**config.mk**
```make
export PLATFORM = sky130hd
export DESIGN_NAME = cap_guard_top
export DESIGN_NICKNAME = d
export VERILOG_FILES = /design/src/rtl/cap_pkg.sv /design/src/rtl/cap_rst_sync.sv /design/src/rtl/cap_perm_unit.sv /design/src/rtl/cap_bounds_chk.sv /design/src/rtl/cap_fault_prio.sv /design/src/rtl/cap_guard_top.sv
export SDC_FILE = /design/constraint.sdc
export NUM_CORES = 1
export LEC_CHECK = 0
export CAP_MARGIN = 25
export CORE_AREA = 5 5 205 207
export DETAILED_ROUTE_END_ITERATION = 8
export DIE_AREA = 0 0 210 212
export DONT_BUFFER_PORTS = 1
export PLACE_DENSITY_LB_ADDON = 0.08
export SYNTH_ARGS = -nofsm -noshare
export SYNTH_HDL_FRONTEND = slang
export SYNTH_SLANG_ARGS = --single-unit
```
**constraint.sdc**
```tcl
create_clock -name clk -period 8.5 [get_ports clk]
set_input_delay 0.425 -clock clk [delete_from_list [all_inputs] [get_ports clk]]
set_output_delay 0.425 -clock clk [all_outputs]
set_load 0.01 [all_outputs]
```
**src/rtl/cap_pkg.sv**
```systemverilog
package cap_pkg;

  localparam int unsigned CAP_PERM_W = 31;
  localparam int unsigned CAP_ADDR_W = 64;
  localparam int unsigned CAP_SIZE_W = 8;

  typedef enum logic [1:0] {
    OP_AND_PERM = 2'b00,
    OP_SET_ADDR = 2'b01,
    OP_CHECK    = 2'b10,
    OP_RSVD     = 2'b11
  } cap_op_e;

  typedef enum logic [1:0] {
    ACC_LOAD  = 2'b00,
    ACC_STORE = 2'b01,
    ACC_FETCH = 2'b10,
    ACC_BAD   = 2'b11
  } acc_kind_e;

  typedef enum logic [1:0] {
    CAUSE_NONE   = 2'b00,
    CAUSE_TAG    = 2'b01,
    CAUSE_PERM   = 2'b10,
    CAUSE_BOUNDS = 2'b11
  } cause_e;

endpackage

```
**src/rtl/cap_rst_sync.sv**
```systemverilog
module cap_rst_sync (
  input  logic clk,
  input  logic rst_n,
  output logic rst_sync_n
);
  logic stage_q;
  logic sync_q;

  always_ff @(posedge clk or negedge rst_n) begin
    if (!rst_n) begin
      stage_q <= 1'b0;
      sync_q  <= 1'b0;
    end else begin
      stage_q <= 1'b1;
      sync_q  <= stage_q;
    end
  end

  assign rst_sync_n = sync_q;
endmodule

```
**src/rtl/cap_perm_unit.sv**
```systemverilog
module cap_perm_unit
  import cap_pkg::*;
#(
  parameter int unsigned PERM_W = CAP_PERM_W,
  parameter int unsigned LD_BIT = 0,
  parameter int unsigned ST_BIT = 1,
  parameter int unsigned FX_BIT = 2
) (
  input  logic [PERM_W-1:0] src_perms,
  input  logic [PERM_W-1:0] mask,
  input  acc_kind_e         kind,
  output logic [PERM_W-1:0] masked_perms,
  output logic              granted
);
  // Masking can only clear bits: the result is a subset of the source.
  assign masked_perms = src_perms & mask;

  always_comb begin
    unique case (kind)
      ACC_LOAD:  granted = src_perms[LD_BIT];
      ACC_STORE: granted = src_perms[ST_BIT];
      ACC_FETCH: granted = src_perms[FX_BIT];
      default:   granted = 1'b0;
    endcase
  end
endmodule

```
**src/rtl/cap_bounds_chk.sv**
```systemverilog
module cap_bounds_chk #(
  parameter int unsigned ADDR_W = 64,
  parameter int unsigned SIZE_W = 8
) (
  input  logic [ADDR_W-1:0] base,
  input  logic [ADDR_W-1:0] len,
  input  logic [ADDR_W-1:0] addr,
  input  logic [SIZE_W-1:0] size,
  output logic              in_range
);
  localparam int unsigned EXT_W = ADDR_W + 1;

  logic [EXT_W-1:0] access_end;
  logic [EXT_W-1:0] region_end;
  logic             low_ok;
  logic             high_ok;

  // One extra bit on both sums keeps the carry out of the top of the space.
  assign access_end = {1'b0, addr} + EXT_W'(size);
  assign region_end = {1'b0, base} + {1'b0, len};
  assign low_ok     = (addr >= base);
  assign high_ok    = (access_end <= region_end);
  assign in_range   = low_ok & high_ok;
endmodule

```
**src/rtl/cap_fault_prio.sv**
```systemverilog
module cap_fault_prio
  import cap_pkg::*;
(
  input  logic   enable,
  input  logic   tag_ok,
  input  logic   perm_ok,
  input  logic   range_ok,
  output logic   fault,
  output cause_e cause
);
  always_comb begin
    cause = CAUSE_NONE;
    if (enable) begin
      if (!tag_ok)        cause = CAUSE_TAG;
      else if (!perm_ok)  cause = CAUSE_PERM;
      else if (!range_ok) cause = CAUSE_BOUNDS;
    end
  end

  assign fault = (cause != CAUSE_NONE);
endmodule

```
**src/rtl/cap_guard_top.sv**
```systemverilog
module cap_guard_top
  import cap_pkg::*;
#(
  parameter int unsigned PERM_W = CAP_PERM_W,
  parameter int unsigned ADDR_W = CAP_ADDR_W,
  parameter int unsigned SIZE_W = CAP_SIZE_W
) (
  input  logic              clk,
  input  logic              rst_n,
  input  logic              in_valid,
  input  logic [1:0]        in_op,
  input  logic              in_tag,
  input  logic [PERM_W-1:0] in_perms,
  input  logic [ADDR_W-1:0] in_len,
  input  logic [ADDR_W-1:0] in_base,
  input  logic [ADDR_W-1:0] in_addr,
  input  logic [ADDR_W-1:0] in_operand,
  input  logic [SIZE_W-1:0] in_size,
  input  logic [1:0]        in_kind,
  output logic              out_valid,
  output logic              out_tag,
  output logic [PERM_W-1:0] out_perms,
  output logic [ADDR_W-1:0] out_len,
  output logic [ADDR_W-1:0] out_base,
  output logic [ADDR_W-1:0] out_addr,
  output logic              out_fault,
  output logic [1:0]        out_cause
);
  logic rst_sync_n;

  cap_rst_sync u_rst (
    .clk        (clk),
    .rst_n      (rst_n),
    .rst_sync_n (rst_sync_n)
  );

  cap_op_e   op;
  acc_kind_e kind;
  assign op   = cap_op_e'(in_op);
  assign kind = acc_kind_e'(in_kind);

  logic [PERM_W-1:0] masked_perms;
  logic              perm_granted;
  logic              range_ok;
  logic              chk_fault;
  cause_e            chk_cause;

  cap_perm_unit #(.PERM_W(PERM_W)) u_perm (
    .src_perms    (in_perms),
    .mask         (in_operand[PERM_W-1:0]),
    .kind         (kind),
    .masked_perms (masked_perms),
    .granted      (perm_granted)
  );

  cap_bounds_chk #(.ADDR_W(ADDR_W), .SIZE_W(SIZE_W)) u_bounds (
    .base     (in_base),
    .len      (in_len),
    .addr     (in_addr),
    .size     (in_size),
    .in_range (range_ok)
  );

  cap_fault_prio u_prio (
    .enable   (op == OP_CHECK),
    .tag_ok   (in_tag),
    .perm_ok  (perm_granted),
    .range_ok (range_ok),
    .fault    (chk_fault),
    .cause    (chk_cause)
  );

  // Next-state computation
  logic              nx_tag;
  logic [PERM_W-1:0] nx_perms;
  logic [ADDR_W-1:0] nx_addr;
  logic              nx_fault;
  cause_e            nx_cause;

  always_comb begin
    nx_tag   = in_tag;
    nx_perms = in_perms;
    nx_addr  = in_addr;
    nx_fault = 1'b0;
    nx_cause = CAUSE_NONE;
    unique case (op)
      OP_AND_PERM: nx_perms = masked_perms;
      OP_SET_ADDR: nx_addr  = in_operand;
      OP_CHECK: begin
        nx_fault = chk_fault;
        nx_cause = chk_cause;
      end
      default:     nx_tag   = 1'b0;
    endcase
  end

  // Result registers, loaded only on a strobe
  logic              valid_q;
  logic              tag_q;
  logic [PERM_W-1:0] perms_q;
  logic [ADDR_W-1:0] len_q;
  logic [ADDR_W-1:0] base_q;
  logic [ADDR_W-1:0] addr_q;
  logic              fault_q;
  cause_e            cause_q;

  always_ff @(posedge clk or negedge rst_sync_n) begin
    if (!rst_sync_n) begin
      valid_q <= 1'b0;
    end else begin
      valid_q <= in_valid;
    end
  end

  always_ff @(posedge clk or negedge rst_sync_n) begin
    if (!rst_sync_n) begin
      tag_q   <= 1'b0;
      perms_q <= '0;
      len_q   <= '0;
      base_q  <= '0;
      addr_q  <= '0;
      fault_q <= 1'b0;
      cause_q <= CAUSE_NONE;
    end else if (in_valid) begin
      tag_q   <= nx_tag;
      perms_q <= nx_perms;
      len_q   <= in_len;
      base_q  <= in_base;
      addr_q  <= nx_addr;
      fault_q <= nx_fault;
      cause_q <= nx_cause;
    end
  end

  assign out_valid = valid_q;
  assign out_tag   = tag_q;
  assign out_perms = perms_q;
  assign out_len   = len_q;
  assign out_base  = base_q;
  assign out_addr  = addr_q;
  assign out_fault = fault_q;
  assign out_cause = cause_q;

  // Assertions
  a_r10_valid_follows: assert property (@(posedge clk) disable iff (!rst_sync_n)
    in_valid |=> out_valid);
  a_r10_valid_idle: assert property (@(posedge clk) disable iff (!rst_sync_n)
    !in_valid |=> !out_valid);
  a_r10_hold: assert property (@(posedge clk) disable iff (!rst_sync_n)
    !in_valid |=> ($stable(out_addr) && $stable(out_perms) && $stable(out_tag)
                   && $stable(out_fault) && $stable(out_cause)));
  a_r1_perm_shrink: assert property (@(posedge clk) disable iff (!rst_sync_n)
    (in_valid && in_op == 2'b00) |=> ((out_perms & ~$past(in_perms)) == '0));
  a_r1_bounds_kept: assert property (@(posedge clk) disable iff (!rst_sync_n)
    in_valid |=> (out_base == $past(in_base) && out_len == $past(in_len)));
  a_r3_no_tag_gain: assert property (@(posedge clk) disable iff (!rst_sync_n)
    (in_valid && !in_tag) |=> !out_tag);
  a_r2_manip_no_fault: assert property (@(posedge clk) disable iff (!rst_sync_n)
    (in_valid && in_op != 2'b10) |=> (!out_fault && out_cause == 2'b00));
  a_r5_untagged_fault: assert property (@(posedge clk) disable iff (!rst_sync_n)
    (in_valid && in_op == 2'b10 && !in_tag) |=> (out_fault && out_cause == 2'b01));
  a_r12_rsvd_clears: assert property (@(posedge clk) disable iff (!rst_sync_n)
    (in_valid && in_op == 2'b11) |=> (!out_tag && !out_fault));
endmodule

```
Word level (Yosys, flattened, before mapping):

Index checks and enable logic that the tools add are counted.

* add/sub/neg operators: 2
* magnitude comparators: 2
* equal/unequal tests: 4
* mux-type cells: 10
* bitwise logic cells: 2
* reduce and logical (&&, ||, !) cells: 4

Operators with widths (number)
* 64-bit by 64-bit adder with 65-bit output: 1
* 64-bit by 8-bit adder with 65-bit output: 1
* 65-bit <= comparator: 1
* 64-bit greater-or-equal comparator: 1
* 64-bit 2-to-1 mux: 1
* 31-bit AND: 1
* 31-bit 2-to-1 mux: 1
* 2-bit 2-to-1 mux: 5
* 2-bit by 1-bit == test with 1-bit output (second input constant): 2
* 2-bit == test (second input constant): 2
* 2-bit logical NOT: 2
* 1-bit case mux with 3 select lines: 1
* 3-bit OR reduction: 1
* 1-bit 2-to-1 mux: 2
* 2-bit nonzero test: 1
* 1-bit AND: 1

* register bits after elaboration: 230
* input bits: 303
* output and inout bits: 228

Depth between registers and ports, before layout:

Gate-level depths: netlist of the first run.

* depth after elaboration: 9
* depth in mapped cells: 22
* mapped depth without buffers: 21

By module:

A second synthesis of the first run with hierarchy kept.

* cell total of the unflattened synthesis: 1990
* area, all modules: 18516.5 sq um

Modules (own cells, without submodules)
* cap_guard_top: times used 1, cells each 828, area an instance 10053.4 sq um
* cap_bounds_chk: times used 1, cells each 1119, area an instance 8159.1 sq um
* cap_perm_unit: times used 1, cells each 34, area an instance 216.5 sq um
* cap_rst_sync: times used 1, cells each 3, area an instance 53.8 sq um
* cap_fault_prio: times used 1, cells each 6, area an instance 33.8 sq um

Worst setup path before layout of the first run:

No wires, ideal clock.

* path type: input to register
* start: input in_len[0]
* end: register fault_q (netlist: out_fault)
* library setup time: 0.131 ns
* arrival time: 4.946 ns
* data required time: 8.369 ns
* slack: 3.423 ns
* stages: 20
* buffers on the path: 0
* cell sequence: ha_1 > fa_1 > a21oi_1 > o22ai_1 > a41oi_1 > a2111oi_1 > o21ai_0 > a21oi_1 > o211ai_1 > a21boi_0 > nand3b_1 > ha_1 > and4_1 > nand3_1 > or4_1 > or4_1 > nor2_1 > nand2_1 > a2111oi_0 > o2bb2ai_1

* longest elaborated chain between the ends: 9

Ends and longest elaborated chain
* from (decl): RTL line cap_guard_top.sv:14 `input logic [ADDR_W-1:0] in_len,`
* 64-bit by 64-bit adder with 65-bit output: RTL line cap_bounds_chk.sv:20 `assign region_end = {1'b0, base} + {1'b0, len};`
* 65-bit <= comparator: RTL line cap_bounds_chk.sv:22 `assign high_ok = (access_end <= region_end);`
* 1-bit AND: RTL line cap_bounds_chk.sv:23 `assign in_range = low_ok & high_ok;`
* 2-bit 2-to-1 mux: RTL line cap_fault_prio.sv:16 `else if (!range_ok) cause = CAUSE_BOUNDS;`
* 2-bit 2-to-1 mux: RTL line cap_fault_prio.sv:15 `else if (!perm_ok) cause = CAUSE_PERM;`
* 2-bit 2-to-1 mux: RTL line cap_fault_prio.sv:14 `if (!tag_ok) cause = CAUSE_TAG;`
* 2-bit 2-to-1 mux: RTL line cap_fault_prio.sv:13 `if (enable) begin`
* 2-bit nonzero test: RTL line cap_fault_prio.sv:20 `assign fault = (cause != CAUSE_NONE);`
* 1-bit 2-to-1 mux: RTL line cap_guard_top.sv:86 `unique case (op)`
* to (signal assigned): RTL line cap_guard_top.sv:130 `fault_q <= nx_fault;`
* to (decl): RTL line cap_guard_top.sv:104 `logic fault_q;`

No other way between the ends.
A chain may end at the register's enable or synchronous reset.

Worst setup path after layout of the first run:

Ends and elaborated chain as after synthesis.

==> results of run 1 <==
==> logic make-up (layout without fill, tap and decap cells) <==
group,Yosys count,after routing,synth area share
muxes,195,195,0.1215
adders and majority gates,203,203,0.1467
and+or+nand+nor,455,455,0.1288
xor gates and xnor gates,117,117,0.05886
AOI/OAI and AO/OA,476,476,0.1697
DFF,230,230,0.3306
other,1,1,0.0002154
buffers and inverters,198,224,0.04362
==> sequential cells by signal (all words and copies together), names as in the netlist <==
register          count
out_base             64
out_cause             2
out_fault             1
out_tag               1
out_perms            31
out_addr             64
u_rst.rst_sync_n      1
out_len              64
u_rst.stage_q         1
out_valid             1
==> cells in the mapped netlist, types with 9 or more instances <==
| library cell | count |
|---|---|
| o31ai_1 | 9 |
| inv_1 | 126 |
| mux2i_1 | 65 |
| nand2_1 | 95 |
| nor2_1 | 147 |
| and3_1 | 22 |
| nor2b_1 | 13 |
| o21ai_0 | 97 |
| nor3_1 | 30 |
| xnor2_1 | 67 |
| o21bai_1 | 16 |
| dfrtp_1 | 230 |
| a21o_1 | 62 |
| nand3_1 | 46 |
| a21oi_1 | 173 |
| nand2b_1 | 10 |
| xor2_1 | 50 |
| and4_1 | 9 |
| ha_1 | 201 |
| nand4_1 | 41 |
| clkbuf_1 | 66 |
| mux2_2 | 130 |
| o211ai_1 | 44 |
| a211oi_1 | 11 |
==> path summary, 6_finish.rpt <==
check / end / slack (ns) / depth (start not counted)
setup / recovery: out_fault / 2.69 / 20
min in group asynchronous: u_rst.stage_q / 0.11 / 1
hold reg to reg: out_addr[40] / 0.33 / 0
hold / removal: out_len[30] / 0.02 / 1
setup reg to reg: out_base[4] / 7.09 / 1
max in group asynchronous: out_base[4] / 7.09 / 1
==> repair_timing <==
item,CTS,global route
setup buffers,0,0
setup endpoints to repair,0,0
hold endpoints to repair,62,1
hold buffers,45,1
==> through the flow <==
step	hold slack (ns)	util	setup WS, ns	instances
2_1_floorplan	0.1294	-	1.616	1875
3_3_place_gp	0.1296	0.4440	2.345	2339
3_5_place_dp	0.1296	0.4440	2.172	2339
4_1_cts	0.00002176	0.4800	2.738	2430
5_1_grt	0.001141	0.4813	2.283	2433
6_report	0.02021	0.4813	2.692	2433
==> per-layer routing <==
| metal | track usage | wire length, µm |
|---|---|---|
| met5 | 0 | 13 |
| met4 | 0.07426 | 1781 |
| met3 | 0.06537 | 4536 |
| met2 | 0.4334 | 28310 |
| met1 | 0.3388 | 25770 |
==> report_power, final <==
group,internal (mW),total (mW),switching [mW]
Combinational,0.379,0.826,0.447
Clock,0.835,1.30,0.463
Sequential,1.21,1.36,0.151
Total,2.42,3.48,1.06
==> layout make-up <==
cell class | count | area, µm² | area share
clock inverters | 6 | 180.2 | 0.009316
multi-input cells | 1447 | 10900 | 0.5637
flip-flops and latches | 230 | 5759 | 0.2978
repair buffers | 52 | 545.5 | 0.02821
well taps | 532 | 665.6 | 0.03442
inverters | 126 | 473.0 | 0.02445
clock buffers | 40 | 814.5 | 0.04211
==> metrics.txt, run 1 <==
vias in the first global route approximately 15,000; Max Cap Viol 0; Final Hold Fails 0; final setup TNS 0 ns; Layout Nets 2,389; CTS tree done; Initial Utilization 0.4333; Top Ports 531; Worst path max stage delay roughly 0.6 ns; WP data required 8.92 ns; DRT iter0 DRCs 960; largest net degree at the start of global routing 304; PortBufs 0; cell row count 74; Max Slew Vio Count 0; WL/cell 24.83 µm; P per Cell Area 180.0 mW/mm²; Power, Total ~3.5 mW; Max Freq 172.2 MHz; first-pass GRT wire length between 90 and 100 mm; Setup Crit Path Kind in -> reg; main area contributors after synthesis dfrtp_1 (33%), ha_1 (14%), mux2_2 (8.4%), a21oi_1 (5.0%), mux2i_1 (3.7%); Peak VDD IR 130.1 µV; Detailed Place HPWL 47.96 mm; cells after synthesis ~1,900; most used flip-flop cell after synthesis dfrtp_1; CP Capture Type flip-flop; worst setup path startpoint in_len[0]; r2r startpoint u_rst.rst_sync_n; Die Ht 212 µm; critical path's top delay family compound AO/OA/AOI/OAI gates; Hold Path Class in -> reg; crit path cell chain ha_1 -> fa_1 -> a21oi_1 -> o22ai_1 -> a41oi_1 -> a2111oi_1 -> o21ai_0 -> a21oi_1 -> o211ai_1 -> a21boi_0 -> nand3b_1 -> ha_1 -> and4_1 -> nand3_1 -> or4_1 -> or4_1 -> nor2_1 -> nand2_1 -> a2111oi_0 -> o2bb2ai_1; crit path max-delay cell type a41oi_1; EDFF count, synth 0; GRT Total Usage 0.2603; post-route design area 0.01934 mm²; share of cells above drive strength 1 0.1021; Worst Hold Launch in_len[30]; Tmin final 5.808 ns; root buf cell clkbuf_16; die area 0.04452 mm²; initial antenna violation count 1; sequential share of the synthesized area 0.3306; CP bufs+invs 0; total CTS buffers 26; worst relative slew slack 0.4057; fin crit share 0.6833; RSZ-0062 raised after global routing no; Post-CTS Resized 0; critical path arrival just over 6 ns; clk_skew 0.01477 ns; gp weighted congestion 0.8914; post-synthesis net count 2,381; top cell type's share of synthesized area 0.3306; Async SR Flop Fraction 1.000; critical path startpoint category primary input; DIE WIDTH 210 µm; Synthesis Warnings 0; Synth Cell Area 0.01741 mm²; fillcell total around 3,800; DRC errors left 0; dominant cell type by area after synthesis dfrtp_1; post-synthesis register bit count 230; Post-DP Area around 0.018 mm²; area delta synth->final 11.09%; clock slew at reported path FFs 0.06 ns; n_diodes 0; Syn Area/Cell ~9.3 µm²; vias per cell 5.918; status completed; Final Setup Violations 0; Post-DRT Antenna Nets 0; drt total wl just over 60 mm; GRT overflow 0; worst skew pair latency 0.56 ns; Core Region 0.04018 mm²; # H-tree levels 1; critical path fanouts, max 4; distinct cell type count after synthesis 71; P_leak 8.949 nW; most common cell after layout, fill and taps aside dfrtp_1; Vias 14,400; worst-margin pin slew a little under 0.9 ns; most frequent cells in the layout dfrtp_1 (229), ha_1 (201), a21oi_1 (173), nor2_1 (147), mux2_2 (130); CTS Buffer Depth 3; Clock Sinks 230; DRT Pass-1 Iters 5
Power figures use the tool's default switching activity.
==> run 2, diff against run 1 <==
Clock period 8.5 ns to 6.07 ns, I/O delays scaled along.
==> run 2 against run 1 <==
Against the previous run:
- cell count increased by 11%
- wire length up 5.1%
- global-route usage up 1.3 points
- worst hold slack improved by 0.0083 ns
- setup slack lost 2.4 ns
- combinational power grew 63%
- total power grew 39%
- first-iteration DRC count is 26% higher
- non-clock buffer count increased by 257
- critical path depth unchanged
- sequential cell count stayed put
- critical path type unchanged
==> metrics.txt, run 2 (synthesized netlist as in run 1, its figures left out) <==
critical path's top delay family simple AND/OR/NAND/NOR gates; most common cell after layout, fill and taps aside dlygate4sd3_1; worst-margin pin slew 1.419 ns (+0.5278 ns); Max Cap Viol 0 (unchanged); final setup TNS 0 ns (unchanged); Post-DRT Antenna Nets 0 (unchanged); DRT iter0 DRCs 1,208 (+26%); worst setup path startpoint in_len[4]; CP Capture Type flip-flop; DIE WIDTH 210 µm (unchanged); hold path cells 2 (+1); P_leak 9.936 nW (+11%); Clock Sinks 230 (unchanged); DRC errors left 0 (unchanged); Worst path depth 20 (unchanged); CP bufs+invs 1 (+1); status completed; CTS tree done; FF-to-FF path depth 1 (unchanged); Max Freq 174.0 MHz; GRT Total Usage 0.2731 (+0.01276); critical path arrival 6.19 ns (-0.04 ns); first-pass GRT wire length 95.85 mm (+5.6%); largest net degree at the start of global routing 314 (+3.3%); Setup Crit Path Kind in -> reg; Detailed Place HPWL 48.02 mm (+0.13%); P per Cell Area 221.8 mW/mm² (+23%); Max Slew Vio Count 0 (unchanged); most frequent cells in the layout dlygate4sd3_1 (297), dfrtp_1 (229), ha_1 (201), a21oi_1 (173), nor2_1 (147); most used cell, CP nand2_1; cell row count 74 (unchanged); r2r startpoint u_rst.rst_sync_n; area delta synth->final 25.15%; crit path max-delay cell type o31ai_1; Die Ht 212 µm (unchanged); critical path startpoint category primary input; Peak VDD IR 179.7 µV (+38%); Tmin final approximately 5.7 ns; total CTS buffers 26 (unchanged); gp weighted congestion 0.8657 (-2.9%); WL/cell 23.57 µm (-5.1%); vias per cell 5.775 (-2.4%); # H-tree levels 1 (unchanged); CTS Buffer Depth 3 (unchanged); drt total wl 63.47 mm (+5.1%); DRT Pass-1 Iters 7 (+2); Top Ports 531 (unchanged); Final Hold Fails 0 (unchanged); Layout Nets 2,646 (+11%); worst skew pair latency 0.56 ns (about the same); Worst Hold Launch in_addr[54]; WP data required 6.51 ns (-2.41 ns); initial antenna violation count 3 (+2); die area 0.04452 mm² (unchanged); PortBufs 0 (unchanged); root buf cell clkbuf_16; share of cells above drive strength 1 0.09222 (-0.009837); crit path cell chain ha_1 -> o211ai_1 -> nor3_1 -> nor2_1 -> o31ai_1 -> nand2_1 -> o2111ai_1 -> nand2_1 -> o21bai_1 -> xnor2_1 -> ha_1 -> and4_1 -> nand3_1 -> or4_1 -> or4_1 -> nor2_1 -> nand2_1 -> a211oi_1 -> o32ai_1 -> dlygate4sd3_1; Vias 15,550 (+8.0%); critical path fanouts, max 4 (unchanged); worst relative slew slack 0.05388 (-0.3519); GRT overflow 0 (unchanged); clk_skew 0.03174 ns (+0.01697 ns); RSZ-0062 raised after global routing no; Final Setup Violations 0 (unchanged); Core Region 0.04018 mm² (unchanged); post-CTS setup buffers 0 (unchanged); Hold Path Class in -> reg; clock slew at reported path FFs 0.06 ns (about the same); fin crit share 0.9468; Worst path max stage delay 0.65 ns (+0.05 ns); Initial Utilization 0.4333 (unchanged); Power, Total 4.832 mW (+39%); vias in the first global route 16,020 (+9.6%)
-- run 2: cell types whose count changed in the layout (fill, tap and decap cells not counted), moves of 3 or more --
cell and change:
buf_4 +6, clkbuf_8 -4, diode_2 +3, clkinv_2 +3, bufinv_16 -4, dlygate4sd3_1 +251, clkbuf_1 +3
-- run 2: final timing paths --
kind                                end  slack [ns]
max reg2reg                 out_addr[8]        4.68
min reg2reg                 out_len[38]        0.32
max                        out_cause[1]        0.32
min                        out_addr[54]        0.03
min in group asynchronous   out_len[38]        0.32
max in group asynchronous   out_addr[8]        4.68
-- run 2: area by class of cell --
type,instances,area [µm²]
Fill cell,3580,18400
Multi-Input combinational cell,1447,10910
Sequential cell,230,5759
Timing Repair Buffer,309,3115
Clock buffer,38,745.7
Tap cell,532,665.6
Inverter,126,473.0
Clock inverter,8,107.6
Antenna cell,3,7.507
-- run 2: through the flow --
| step | instances | setup slack [ns] | utilization | cell area (µm²) | hold WS [ns] |
|---|---|---|---|---|---|
| after floorplan | 1875 | 1.115 | - | 17410 | 0.007909 |
| after global placement | 2345 | 0.2676 | 0.4452 | 17890 | 0.008059 |
| after detailed placement | 2345 | 0.1107 | 0.4452 | 17890 | 0.008060 |
| after CTS | 2689 | 0.2620 | 0.5411 | 21740 | 0.001372 |
| after global routing | 2691 | 0.01511 | 0.5421 | 21780 | 0.05007 |
| final | 2693 | 0.3228 | 0.5422 | 21790 | 0.02855 |
-- run 2: where the power goes --
group          switching [mW]  total (mW)  internal (mW)  leakage [nW]
clock network           0.640        1.58          0.935         0.416
registers               0.214        1.90           1.69          2.68
logic                   0.698        1.35          0.657          6.84
total                    1.55        4.83           3.28          9.94
-- run 2: layer usage --
metal | share of wire | GRT usage | up-vias
met2 | 0.48 | 0.4645 | 592
met3 | 0.081 | 0.06507 | 86
li1 | - | - | 7336
met5 | 0 | 0 | -
met4 | 0.027 | 0.07651 | 0
met1 | 0.41 | 0.3499 | 7539
-- run 2: repair_timing --
item | in CTS | in global routing
endpoints found under the setup margin | 0 | 1
gates resized for setup | 0 | 2
hold buffers | 298 | 0
endpoints found under the hold margin | 230 | 0
==> run 3, diff against run 2 <==
Settings changed: CORE_AREA 5 5 205 207 to 5 5 206 208, DIE_AREA 0 0 210 212 to 0 0 211 213.
Clock period 6.07 ns to 4.95 ns, I/O delays scaled along.
==> run 3 against run 2 <==
Against the previous run:
- non-clock buffer count grew 161
- critical path depth grew 2
- largest cell class unchanged
- final area increased by 6.2%
- first-iteration DRC count decreased by 9.6%
- utilization up 3.1 points
- clock power grew 20%
==> metrics.txt, run 3 (synthesized netlist as in run 1, its figures left out) <==
status completed; WP data required 5.42 ns (-1.09 ns); WL/cell 23.23 µm (-1.4%); Vias 16,180 (+4.0%); worst relative slew slack 0.2184 (+0.1645); critical path startpoint category primary input; fin crit share 0.9534; clock group share of total power 0.311 (-0.015); P per Cell Area 262.6 mW/mm² (+18%); switching fraction of total power 0.3233 (+0.002097); Clock Sinks 230 (unchanged); Gate power share 0.304 (+0.024); Layout Nets 2,807 (+6.1%); area delta synth->final 32.88%; vias per cell 5.673 (-1.8%); Max Slew Vio Count 0 (unchanged); GRT Total Usage 0.2839 (+0.01084); die area 0.04494 mm² (+0.95%); Final Setup Violations 0 (unchanged); root buf cell clkbuf_16; Final Hold Fails 0 (unchanged); FF-to-FF path depth 1 (unchanged); CTS Buffer Depth 3 (unchanged); Post-DP Area 0.01882 mm² (+5.2%); Reg power frac 0.385 (-0.009); r2r startpoint u_rst.rst_sync_n; P_leak 10.66 nW (+7.3%); Pint 4.111 mW (+25%); RSZ-0062 raised after global routing no; final hold slack 0.03920 ns (+0.01065 ns); share of cells above drive strength 1 0.1471 (+0.05489); Post-DRT Antenna Nets 0 (unchanged); Core Region 0.04037 mm² (+0.46%); Cell Count, Final, Fillers Out 2,851 (+5.9%); critical path's top delay family compound AO/OA/AOI/OAI gates; vias in the first global route 17,000 (+6.1%); worst-margin pin slew 1.172 ns (-0.2468 ns); largest net degree at the start of global routing 257 (-18%); PortBufs 0 (unchanged); DRT Pass-1 Iters 7 (unchanged); crit path cell chain ha_1 -> buf_4 -> a21oi_1 -> buf_4 -> o21ai_0 -> a221oi_1 -> buf_4 -> o211a_1 -> nand3b_1 -> o2111ai_1 -> buf_4 -> nand2_1 -> o21bai_1 -> xnor2_1 -> ha_1 -> and4_1 -> nand3_1 -> or4_4 -> or4_4 -> o211ai_1 -> a21oi_1 -> o31ai_1; CP bufs+invs 4 (+3); Top Ports 531 (unchanged); Die Ht 213 µm (+0.47%); CP Capture Type flip-flop; GRT overflow 0 (unchanged); worst skew pair latency 0.57 ns (about the same); placed instance count 2,469 (+5.3%); Worst Hold Launch in_kind[0]; crit path max-delay cell type or4_4; Worst path depth 22 (+10%); Hold Path Class in -> reg; CP Capture Point out_cause[0]; critical path arrival 5.19 ns (-1.00 ns); Psw 1.964 mW (+27%); Max Cap Viol 0 (unchanged); clock slew at reported path FFs 0.06 ns (about the same); initial antenna violation count 0 (-3); most frequent cells in the layout dlygate4sd3_1 (333), dfrtp_1 (229), ha_1 (201), a21oi_1 (170), nor2_1 (146); cell row count 74 (unchanged); Tmin final roughly 4.7 ns; drt total wl 66.23 mm (+4.3%); most used cell, CP buf_4; setup slack, reg-to-reg 3.40 ns (-1.28 ns); Max Freq 211.9 MHz; post-route design area 0.02313 mm² (+6.2%); DIE WIDTH 211 µm (+0.48%); # H-tree levels 1 (unchanged); Setup Crit Path Kind in -> reg; RR Endpoint out_addr[11]; worst setup path startpoint in_len[20]; Peak VDD IR 255.9 µV (+42%); DRC errors left 0 (unchanged); Worst path max stage delay 0.56 ns (-0.09 ns); DRT iter0 DRCs 1,092 (-9.6%); Detailed Place HPWL 49.58 mm (+3.3%); most common cell after layout, fill and taps aside dlygate4sd3_1; clk_skew 0.03401 ns (+0.002269 ns); critical path fanouts, max 5 (+1); gp weighted congestion 0.8723 (+0.76%); CTS tree done; total CTS buffers 26 (unchanged); Initial Utilization 0.4313 (-0.001987); first-pass GRT wire length 100.6 mm (+5.0%)
-- run 3: changes by cell type in the layout (fill, tap and decap cells not counted), moves of 2 or more --
cell and change:
or4_1 -2, a2111oi_0 -2, a21oi_2 +3, or4_4 +2
o21ai_1 +3, a21oi_1 -3, o31ai_1 -3, a2111oi_2 +2
diode_2 -2, buf_4 +126, o21ai_0 -4, o31ai_2 +2
dlygate4sd3_1 +36
-- run 3: through the flow --
| stage | utilization | total power [mW] | setup TNS [ns] | worst slack [ns] |
|---|---|---|---|---|
| 2_1_floorplan | - | 3.393 | 0 | 0.05062 |
| 3_3_place_gp | 0.4662 | 3.846 | -1.946 | -0.6907 |
| 3_5_place_dp | 0.4662 | 3.876 | -2.475 | -0.9565 |
| 4_1_cts | 0.5705 | 6.083 | 0 | 0.007657 |
| 5_1_grt | 0.5730 | 6.418 | 0 | 0.01275 |
| 6_report | 0.5731 | 6.075 | 0 | 0.2308 |
-- run 3: cell type report --
type | count | area, µm²
Fill cell | 3633 | 17230
Multi-Input combinational cell | 1447 | 11020
Sequential cell | 230 | 5759
Timing Repair Buffer | 470 | 4394
Clock buffer | 37 | 742.0
Tap cell | 532 | 665.6
Inverter | 126 | 473.0
Clock inverter | 8 | 82.58
Antenna cell | 1 | 2.502
-- run 3: timing repair --
item | in CTS | in global routing
hold endpoints to repair | 230 | 0
setup buffers | 0 | 2
pin swaps | 2 | 8
resized for setup | 6 | 23
endpoints found under the setup margin | 3 | 3
hold buffers | 334 | 0
-- run 3: layer usage --
layer / vias up / track usage / part of all wire
li1: 7661 / - / -
met5: - / 0 / 0
met2: 589 / 0.4855 / 0.48
met3: 124 / 0.05936 / 0.076
met4: 0 / 0.09144 / 0.035
met1: 7801 / 0.3609 / 0.41
-- run 3: worst min path at each step --
stage / endpoint / slack [ns] / depth (start not counted)
2_1_floorplan: u_rst.rst_sync_n / -0.05 / 0
3_5_place_dp: u_rst.stage_q / -0.05 / 0
3_3_place_gp: u_rst.stage_q / -0.05 / 0
6_report: out_cause[0] / 0.04 / 2
4_1_cts: out_cause[0] / 0.007 / 2
5_1_grt: out_cause[0] / 0.02 / 2
-- run 3: power groups by stage --
stage	Combinational (mW)	Clock, mW	Sequential [mW]
2_1_floorplan	1.08	0	2.31
3_3_place_gp	1.48	0	2.37
3_5_place_dp	1.51	0	2.37
4_1_cts	1.82	1.93	2.34
5_1_grt	2.06	2.00	2.36
6_report	1.85	1.89	2.34
